==> config.mk <==
export PLATFORM = sky130hd
export DESIGN_NAME = dgd_directory
export DESIGN_NICKNAME = d
export VERILOG_FILES = /design/src/rtl/dgd_pkg.sv /design/src/rtl/dgd_table.sv /design/src/rtl/dgd_directory.sv
export SDC_FILE = /design/constraint.sdc
export NUM_CORES = 1
export LEC_CHECK = 0
export BUFFER_PORTS_ARGS = -buffer_cell sky130_fd_sc_hd__buf_2
export CORE_UTILIZATION = 57
export CTS_BUF_LIST = sky130_fd_sc_hd__clkbuf_8 sky130_fd_sc_hd__clkbuf_16
export CTS_CLUSTER_SIZE = 20
export DETAILED_ROUTE_END_ITERATION = 10
export GPL_TIMING_DRIVEN = 1
export MAX_ROUTING_LAYER = met4
export PLACE_DENSITY = 0.77
export SYNTH_ARGS = -nofsm -noshare
export SYNTH_HDL_FRONTEND = slang
export SYNTH_HIERARCHICAL = 1
export SYNTH_SLANG_ARGS = --single-unit
==> constraint.sdc <==
create_clock -name clk -period 4.3 [get_ports clk]
set_clock_uncertainty 0.2 [all_clocks]
set_input_delay 0.86 -clock clk [delete_from_list [all_inputs] [get_ports clk]]
set_output_delay 0.86 -clock clk [all_outputs]
set_load 0.02 [all_outputs]
==> src/rtl/dgd_pkg.sv <==
package dgd_pkg;
  typedef enum logic [1:0] {
    NK_RECOVER   = 2'd0,
    NK_LINE_DOWN = 2'd1,
    NK_PAGE_DOWN = 2'd2
  } note_kind_e;

  typedef enum logic [1:0] {
    ST_IDLE,
    ST_EVICT_LINE,
    ST_EVICT_PAGE,
    ST_RECOVER
  } dir_state_e;
endpackage

==> src/rtl/dgd_table.sv <==
module dgd_table #(
  parameter int ENTRIES = 8,
  parameter int TAG_W   = 16,
  parameter int OWN_W   = 2,
  parameter int IW      = (ENTRIES > 1) ? $clog2(ENTRIES) : 1
) (
  input  logic             clk,
  input  logic             rst_n,
  input  logic [TAG_W-1:0] lk_tag,
  output logic             hit,
  output logic [IW-1:0]    hit_idx,
  output logic [OWN_W-1:0] hit_owner,
  output logic             hit_shared,
  output logic [IW-1:0]    vic_idx,
  output logic             vic_free,
  output logic             vic_shared,
  output logic [OWN_W-1:0] vic_owner,
  output logic [TAG_W-1:0] vic_tag,
  input  logic             adv_rr,
  input  logic             wr_en,
  input  logic [IW-1:0]    wr_idx,
  input  logic [TAG_W-1:0] wr_tag,
  input  logic [OWN_W-1:0] wr_owner,
  input  logic             wr_shared
);
  logic [ENTRIES-1:0] valid_q, valid_d;
  logic [ENTRIES-1:0] shr_q;
  logic [TAG_W-1:0]   tag_q [ENTRIES];
  logic [OWN_W-1:0]   own_q [ENTRIES];
  logic [IW-1:0]      rr_q, rr_d;
  logic [ENTRIES-1:0] hit_vec;
  logic [IW-1:0]      free_idx, shr_idx;
  logic               any_free, any_shr;

  for (genvar g = 0; g < ENTRIES; g++) begin : g_cmp
    assign hit_vec[g] = valid_q[g] && (tag_q[g] == lk_tag);
  end

  always_comb begin
    hit = 1'b0; hit_idx = '0;
    any_free = 1'b0; free_idx = '0;
    any_shr = 1'b0; shr_idx = '0;
    for (int i = 0; i < ENTRIES; i++) begin
      if (hit_vec[i]) begin
        hit = 1'b1;
        hit_idx = IW'(i);
      end
    end
    for (int i = ENTRIES - 1; i >= 0; i--) begin
      if (!valid_q[i]) begin
        any_free = 1'b1;
        free_idx = IW'(i);
      end
      if (valid_q[i] && shr_q[i]) begin
        any_shr = 1'b1;
        shr_idx = IW'(i);
      end
    end
  end

  assign hit_owner  = own_q[hit_idx];
  assign hit_shared = shr_q[hit_idx];
  assign vic_free   = any_free;
  assign vic_shared = !any_free && any_shr;
  assign vic_idx    = any_free ? free_idx : (any_shr ? shr_idx : rr_q);
  assign vic_owner  = own_q[vic_idx];
  assign vic_tag    = tag_q[vic_idx];

  always_comb begin
    valid_d = valid_q;
    if (wr_en) valid_d[wr_idx] = 1'b1;
    rr_d = rr_q;
    if (adv_rr) rr_d = (rr_q == IW'(ENTRIES - 1)) ? '0 : rr_q + 1'b1;
  end

  always_ff @(posedge clk or negedge rst_n) begin
    if (!rst_n) begin
      valid_q <= '0;
      rr_q    <= '0;
    end else begin
      valid_q <= valid_d;
      rr_q    <= rr_d;
    end
  end

  always_ff @(posedge clk) begin
    if (wr_en) begin
      tag_q[wr_idx] <= wr_tag;
      own_q[wr_idx] <= wr_owner;
      shr_q[wr_idx] <= wr_shared;
    end
  end

  // a tag is never held twice, so at most one entry matches
  a_r1_single_hit: assert property (@(posedge clk) disable iff (!rst_n)
    $onehot0(hit_vec));
  // the round-robin pointer stays inside the table
  a_r8_rr_range: assert property (@(posedge clk) disable iff (!rst_n)
    rr_q <= IW'(ENTRIES - 1));
endmodule

==> src/rtl/dgd_directory.sv <==
module dgd_directory
  import dgd_pkg::*;
#(
  parameter int CORES        = 4,
  parameter int LINE_AW      = 16,
  parameter int PAGE_LINES   = 64,
  parameter int LINE_ENTRIES = 8,
  parameter int PAGE_ENTRIES = 4
) (
  input  logic                       clk,
  input  logic                       rst_n,
  input  logic                       req_valid,
  input  logic [$clog2(CORES)-1:0]   req_core,
  input  logic [LINE_AW-1:0]         req_addr,
  output logic                       busy,
  output logic                       done_valid,
  output logic                       done_shared,
  output logic                       note_valid,
  output logic [1:0]                 note_kind,
  output logic [$clog2(CORES)-1:0]   note_core,
  output logic [LINE_AW-1:0]         note_addr,
  input  logic                       resp_valid,
  input  logic                       resp_ack
);
  localparam int CW     = $clog2(CORES);
  localparam int POFF   = $clog2(PAGE_LINES);
  localparam int PTAG_W = LINE_AW - POFF;
  localparam int LIW    = (LINE_ENTRIES > 1) ? $clog2(LINE_ENTRIES) : 1;
  localparam int PIW    = (PAGE_ENTRIES > 1) ? $clog2(PAGE_ENTRIES) : 1;

  dir_state_e          state_q, state_d;
  logic [CW-1:0]       core_q, core_d, pown_q, pown_d;
  logic [LINE_AW-1:0]  addr_q, addr_d;
  logic [LIW-1:0]      lidx_q, lidx_d;
  logic [PIW-1:0]      pidx_q, pidx_d;
  logic                nv_q, nv_d, dv_q, dv_d, ds_q, ds_d;
  note_kind_e          nk_q, nk_d;
  logic [CW-1:0]       nc_q, nc_d;
  logic [LINE_AW-1:0]  na_q, na_d;

  logic                l_hit, l_hshr, l_vfree, l_vshr, l_wr, l_wshr, l_adv;
  logic [LIW-1:0]      l_hidx, l_vidx, l_widx;
  logic [CW-1:0]       l_hown, l_vown, l_wown;
  logic [LINE_AW-1:0]  l_vtag, l_wtag;
  logic                p_hit, p_hshr, p_vfree, p_vshr, p_wr, p_adv;
  logic [PIW-1:0]      p_hidx, p_vidx, p_widx;
  logic [CW-1:0]       p_hown, p_vown, p_wown;
  logic [PTAG_W-1:0]   p_vtag, p_wtag;

  dgd_table #(.ENTRIES(LINE_ENTRIES), .TAG_W(LINE_AW), .OWN_W(CW)) line_tbl_i (
    .clk, .rst_n, .lk_tag(req_addr),
    .hit(l_hit), .hit_idx(l_hidx), .hit_owner(l_hown), .hit_shared(l_hshr),
    .vic_idx(l_vidx), .vic_free(l_vfree), .vic_shared(l_vshr),
    .vic_owner(l_vown), .vic_tag(l_vtag), .adv_rr(l_adv),
    .wr_en(l_wr), .wr_idx(l_widx), .wr_tag(l_wtag), .wr_owner(l_wown),
    .wr_shared(l_wshr));

  dgd_table #(.ENTRIES(PAGE_ENTRIES), .TAG_W(PTAG_W), .OWN_W(CW)) page_tbl_i (
    .clk, .rst_n, .lk_tag(req_addr[LINE_AW-1:POFF]),
    .hit(p_hit), .hit_idx(p_hidx), .hit_owner(p_hown), .hit_shared(p_hshr),
    .vic_idx(p_vidx), .vic_free(p_vfree), .vic_shared(p_vshr),
    .vic_owner(p_vown), .vic_tag(p_vtag), .adv_rr(p_adv),
    .wr_en(p_wr), .wr_idx(p_widx), .wr_tag(p_wtag), .wr_owner(p_wown),
    .wr_shared(1'b0));

  always_comb begin
    state_d = state_q; core_d = core_q; addr_d = addr_q; pown_d = pown_q;
    lidx_d = lidx_q; pidx_d = pidx_q;
    nv_d = nv_q; nk_d = nk_q; nc_d = nc_q; na_d = na_q;
    dv_d = 1'b0; ds_d = 1'b0;
    l_wr = 1'b0; l_widx = l_vidx; l_wtag = req_addr; l_wown = p_hown; l_wshr = 1'b0;
    l_adv = 1'b0;
    p_wr = 1'b0; p_widx = p_vidx; p_wtag = req_addr[LINE_AW-1:POFF]; p_wown = req_core;
    p_adv = 1'b0;
    unique case (state_q)
      ST_IDLE: if (req_valid) begin
        core_d = req_core;
        addr_d = req_addr;
        if (l_hit) begin
          lidx_d = l_hidx;
          if (l_hshr || l_hown == req_core) begin
            dv_d = 1'b1; ds_d = l_hshr;
          end else begin
            nv_d = 1'b1; nk_d = NK_RECOVER; nc_d = l_hown; na_d = req_addr;
            state_d = ST_RECOVER;
          end
        end else if (p_hit && !p_hshr) begin
          pidx_d = p_hidx;
          pown_d = p_hown;
          if (p_hown == req_core) begin
            dv_d = 1'b1;
          end else if (l_vfree || l_vshr) begin
            l_wr = 1'b1; lidx_d = l_vidx;
            nv_d = 1'b1; nk_d = NK_RECOVER; nc_d = p_hown; na_d = req_addr;
            state_d = ST_RECOVER;
          end else begin
            l_adv = 1'b1; lidx_d = l_vidx;
            nv_d = 1'b1; nk_d = NK_LINE_DOWN; nc_d = l_vown; na_d = l_vtag;
            state_d = ST_EVICT_LINE;
          end
        end else if (p_vfree || p_vshr) begin
          p_wr = 1'b1; dv_d = 1'b1;
        end else begin
          p_adv = 1'b1; pidx_d = p_vidx;
          nv_d = 1'b1; nk_d = NK_PAGE_DOWN; nc_d = p_vown;
          na_d = {p_vtag, {POFF{1'b0}}};
          state_d = ST_EVICT_PAGE;
        end
      end
      ST_EVICT_LINE: if (resp_valid) begin
        l_wr = 1'b1; l_widx = lidx_q; l_wtag = addr_q; l_wown = pown_q;
        nk_d = NK_RECOVER; nc_d = pown_q; na_d = addr_q;
        state_d = ST_RECOVER;
      end
      ST_EVICT_PAGE: if (resp_valid) begin
        p_wr = 1'b1; p_widx = pidx_q; p_wtag = addr_q[LINE_AW-1:POFF]; p_wown = core_q;
        nv_d = 1'b0; dv_d = 1'b1;
        state_d = ST_IDLE;
      end
      ST_RECOVER: if (resp_valid) begin
        l_wr = 1'b1; l_widx = lidx_q; l_wtag = addr_q; l_wown = core_q; l_wshr = resp_ack;
        nv_d = 1'b0; dv_d = 1'b1; ds_d = resp_ack;
        state_d = ST_IDLE;
      end
      default: state_d = ST_IDLE;
    endcase
  end

  always_ff @(posedge clk or negedge rst_n) begin
    if (!rst_n) begin
      state_q <= ST_IDLE;
      nv_q    <= 1'b0;
      dv_q    <= 1'b0;
      ds_q    <= 1'b0;
    end else begin
      state_q <= state_d;
      nv_q    <= nv_d;
      dv_q    <= dv_d;
      ds_q    <= ds_d;
    end
  end

  always_ff @(posedge clk) begin
    core_q <= core_d; addr_q <= addr_d; pown_q <= pown_d;
    lidx_q <= lidx_d; pidx_q <= pidx_d;
    nk_q <= nk_d; nc_q <= nc_d; na_q <= na_d;
  end

  assign busy        = (state_q != ST_IDLE);
  assign done_valid  = dv_q;
  assign done_shared = ds_q;
  assign note_valid  = nv_q;
  assign note_kind   = nk_q;
  assign note_core   = nc_q;
  assign note_addr   = na_q;

  // a pending notification always stalls the request side
  a_r10_note_busy: assert property (@(posedge clk) disable iff (!rst_n)
    note_valid |-> busy);
  // a result is only reported once the block is free again
  a_r10_done_idle: assert property (@(posedge clk) disable iff (!rst_n)
    done_valid |-> !busy);
  // notification fields hold until answered
  a_r10_note_hold: assert property (@(posedge clk) disable iff (!rst_n)
    note_valid && !resp_valid |=> note_valid && $stable(note_kind)
      && $stable(note_core) && $stable(note_addr));
  // an acknowledged recovery yields shared
  a_r5_ack_shared: assert property (@(posedge clk) disable iff (!rst_n)
    note_valid && note_kind == NK_RECOVER && resp_valid && resp_ack
      |=> done_valid && done_shared);
  // a refused recovery yields private
  a_r6_nack_private: assert property (@(posedge clk) disable iff (!rst_n)
    note_valid && note_kind == NK_RECOVER && resp_valid && !resp_ack
      |=> done_valid && !done_shared);
  // a line downgrade is always followed by a recovery
  a_r8_then_recover: assert property (@(posedge clk) disable iff (!rst_n)
    note_valid && note_kind == NK_LINE_DOWN && resp_valid
      |=> note_valid && note_kind == NK_RECOVER);
  // a page downgrade ends in a private result
  a_r9_page_private: assert property (@(posedge clk) disable iff (!rst_n)
    note_valid && note_kind == NK_PAGE_DOWN && resp_valid
      |=> done_valid && !done_shared);
endmodule

==> flow_summary.toml <==
[run_status]
status = "finished, final reports clean"

[final_layout]
drive_gt1_frac = 0.2902
area_growth_pct = 20.91
final_util = 0.7031
stdcell_area_mm2 = 0.01776
fillCellCount = 1784
nets = 1469
finalNonFillerCells = 1793

[power_and_ir_drop]
power.total_mw = 11.24
vdd_ir_drop_max_uv = 622.8
p_per_area_mw_per_mm2 = 632.7
p_leak_nw = 6.411

[clock_network]
insertion_delay_ns = 0.57
hold_buffers = 0
cts-root-buf = "clkbuf_16"
cts_tree = "yes"
cts_buffer_depth = 3
htreeDepth = 1
cts.clk_slew.worst_paths_ns = 0.06
cts.sinks = 271
cts_buffers = 29

[floorplan]
core_mm2 = 0.02525
rows = 58
dieArea_mm2 = 0.02641
pin_count = 47
dieHeight_um = 162.5
die_w_um = 162.5
initial_utilization = 0.5815

[worst_setup_path]
cp_max_fo = 10
crit_arrival_ns = 4.30
crit_type = "in2reg"
path_cells = "buf_2, buf_4, xnor2_1, buf_4, nor4bb_1, nand4b_1, nor4_1, buf_4, a221oi_4, mux2_1, a21oi_1, a21oi_1, xnor2_1, a211oi_2, a311oi_4, buf_4, nor2_4, buf_12"
worst-path-buf-inv = 6
crit_slowest_cell = "nor4_1"
crit_cells = 18
reg2reg_to = "note_addr[15]"
slowest_delay_ns = 0.34
worst_setup_path_end_kind = "register"
path_common_cell = "buf_4"
r2r_slack_ns = 0.17
crit_family = "buffers and inverters"
worst_setup_path_start_kind = "input port"
r2r-start = "line_tbl_i/tag_q[4][6]"
required_ns = 4.43
r2r_cells = 14

[min_path]
min_path_type = "in2async"

[detailed_routing]
drtAntennaViolNets = 0
drc_errors = 0
drtPass1Iterations = 5
viasPerCell = 6.380
dr_total_vias = 11440
wl_mm = 46.34
drt_iter0_markers = 1586
post_drt_wl_per_cell_um = 25.84

[flow_run]
drv_cap = 0

[placement]
hpwl_mm = 33.42
dpl-instance-area_mm2 = 0.01663
pre_cts_ws_ns = -0.6279
dp.cells = 1731
portBuffers = 46
place.gp.congestion = 1.078

[global_routing]
first_global_vias = 11040
track_usage = 0.3609
grt_antenna_before_repair = 1
grt_max_degree = 75
overflow = 0
grt_pass1_wl_mm = 67.70

[synthesis]
synth_edf_count = 249
synth-seq-area-share = 0.5466
netlist.area_leader.share = 0.5091
synth.avg_cell_area_um2 = 11.81
synth_cells = 1244
async_flop_share = 0.08118
synth_top_flop_cell = "edfxtp_1"
ys_seq_elements = 271
synthTopCellsByArea = "edfxtp_1 51%, xnor2_1 6.6%, mux2_2 4.5%"
synthesis.area_mm2 = 0.01469
synth_cell_types = 87
yosys_warnings = 6
yosys.area.top_type = "edfxtp_1"

[timing]
hold_viol = 0
setup_violations = 0
tightest_slew_ns = 1.059
fin_crit_ns = 4.172
drv_slew = 0
fin_ws_ns = 0.1285
slew_headroom = 0.2739
max_freq_mhz = 239.7
rsz0062_at_grt = "no"
whs_ns = 0.1153
period_share = 0.9701
tns_ns = 0
-- registers in the layout, indices dropped and copies added (netlist names), 3 cells and up --
signal	count
page_tbl_i/own_q	8
line_tbl_i/tag_q	128
page_tbl_i/valid_q	4
page_tbl_i/shr_q	4
line_tbl_i/shr_q	8
line_tbl_i/rr_q	3
line_tbl_i/valid_q	8
page_tbl_i/tag_q	40
line_tbl_i/own_q	16
addr_q	16
note_addr	16
lidx_q	3
-- area by class of cell --
type	instances	area, um2	area share
clock inverter	24	222.7	0.01254
tap	330	412.9	0.02325
sequential	271	8028	0.4521
antenna	2	5.005	0.0002818
inverter	18	67.56	0.003805
multi-input combinational	884	6369	0.3587
clock buffer	30	739.5	0.04164
timing repair buffer	234	1913	0.1077
-- logic make-up (layout without fill, tap and decap cells) --
kind of cell,after synthesis,in the layout,share of synthesized area
AO/OA/AOI/OAI,229,229,0.1123
XOR/XNOR,172,172,0.1067
adder cells (fa/ha/maj),8,8,0.006816
buffers and inverters,93,306,0.03254
flip-flops,271,271,0.5466
multiplexers,67,67,0.05154
other,1,6,0.0002553
AND/OR/NAND/NOR,403,404,0.1433
-- placed cells by master (no fill, tap or decap), drive strengths merged, types with 3 or more instances in the layout --
cell	count
a211oi	50
a21boi	6
a21oi	39
a22o	3
a22oi	11
a311oi	4
a31oi	39
a32oi	4
and2	37
and3	6
buf	232
bufinv	4
clkbuf	32
clkinv	14
conb	4
dfrtp	22
edfxtp	249
ha	8
inv	23
mux2	66
nand2	157
nand2b	9
nand3	12
nand3b	5
nand4	31
nor2	60
nor3	17
nor3b	3
nor4	21
o21a	3
o21ai	35
o22a	10
o22ai	10
o31ai	3
or2	15
or3	6
or4	12
xnor2	118
xor2	54
-- metal layers --
layer / GRT usage / up-vias / part of all wire
met1: 0.4756 / 5573 / 0.39
met5: - / - / 0
met4: 0.1218 / 0 / 0.034
met3: 0.05628 / 124 / 0.11
met2: 0.5709 / 757 / 0.47
li1: - / 4986 / -
-- power by group --
part           leakage (nW)  switching (mW)  internal (mW)
registers              2.53           0.342           3.58
logic                  3.40            2.85           1.92
clock network         0.491            1.06           1.48
total                  6.41            4.25           6.99
-- worst max-delay path by stage --
stage                                 startpoint  slack, ns                       to
final                               req_addr[12]       0.13            note_addr[15]
after global routing                req_addr[10]      0.005               state_q[1]
after CTS                 line_tbl_i/tag_q[4][6]      -0.01             note_addr[9]
after detailed placement             req_addr[3]      -0.63  line_tbl_i/tag_q[4][15]
after global placement              req_addr[14]      -0.61             note_addr[0]
after floorplan                      req_addr[5]      -0.31   line_tbl_i/own_q[4][0]
-- Yosys cell counts (all sizes together), types with 2 or more instances --
master and number:
nor4bb 2, or4b 2, nand3b 5, nand3 12, xnor2 118, and2 37, o41ai 2, or4 12
dfrtp 22, edfxtp 249, xor2 54, nor2b 2, a32oi 4, a21oi 39, nor3 17, nor4 21
o22a 10, o22ai 10, or3 6, a31oi 39, nand2b 9, o21a 3, and3 6, nand4 31
mux2 66, a211oi 50, clkbuf 32, a311oi 4, nor2 59, or2 15, a21boi 6, o221a 2
nand2 157, nor3b 3, ha 8, a22oi 11, a22o 3, o31ai 3, o21ai 35, buf 43
inv 18
-- what timing repair did --
item / in CTS / in global routing
buffers inserted: 0 / 5
gates resized for setup: 6 / 11
pin swaps: 1 / 7
gates cloned: 0 / 1
setup endpoints to repair: 70 / 186
No activity file was read; power rests on OpenSTA's default activity.
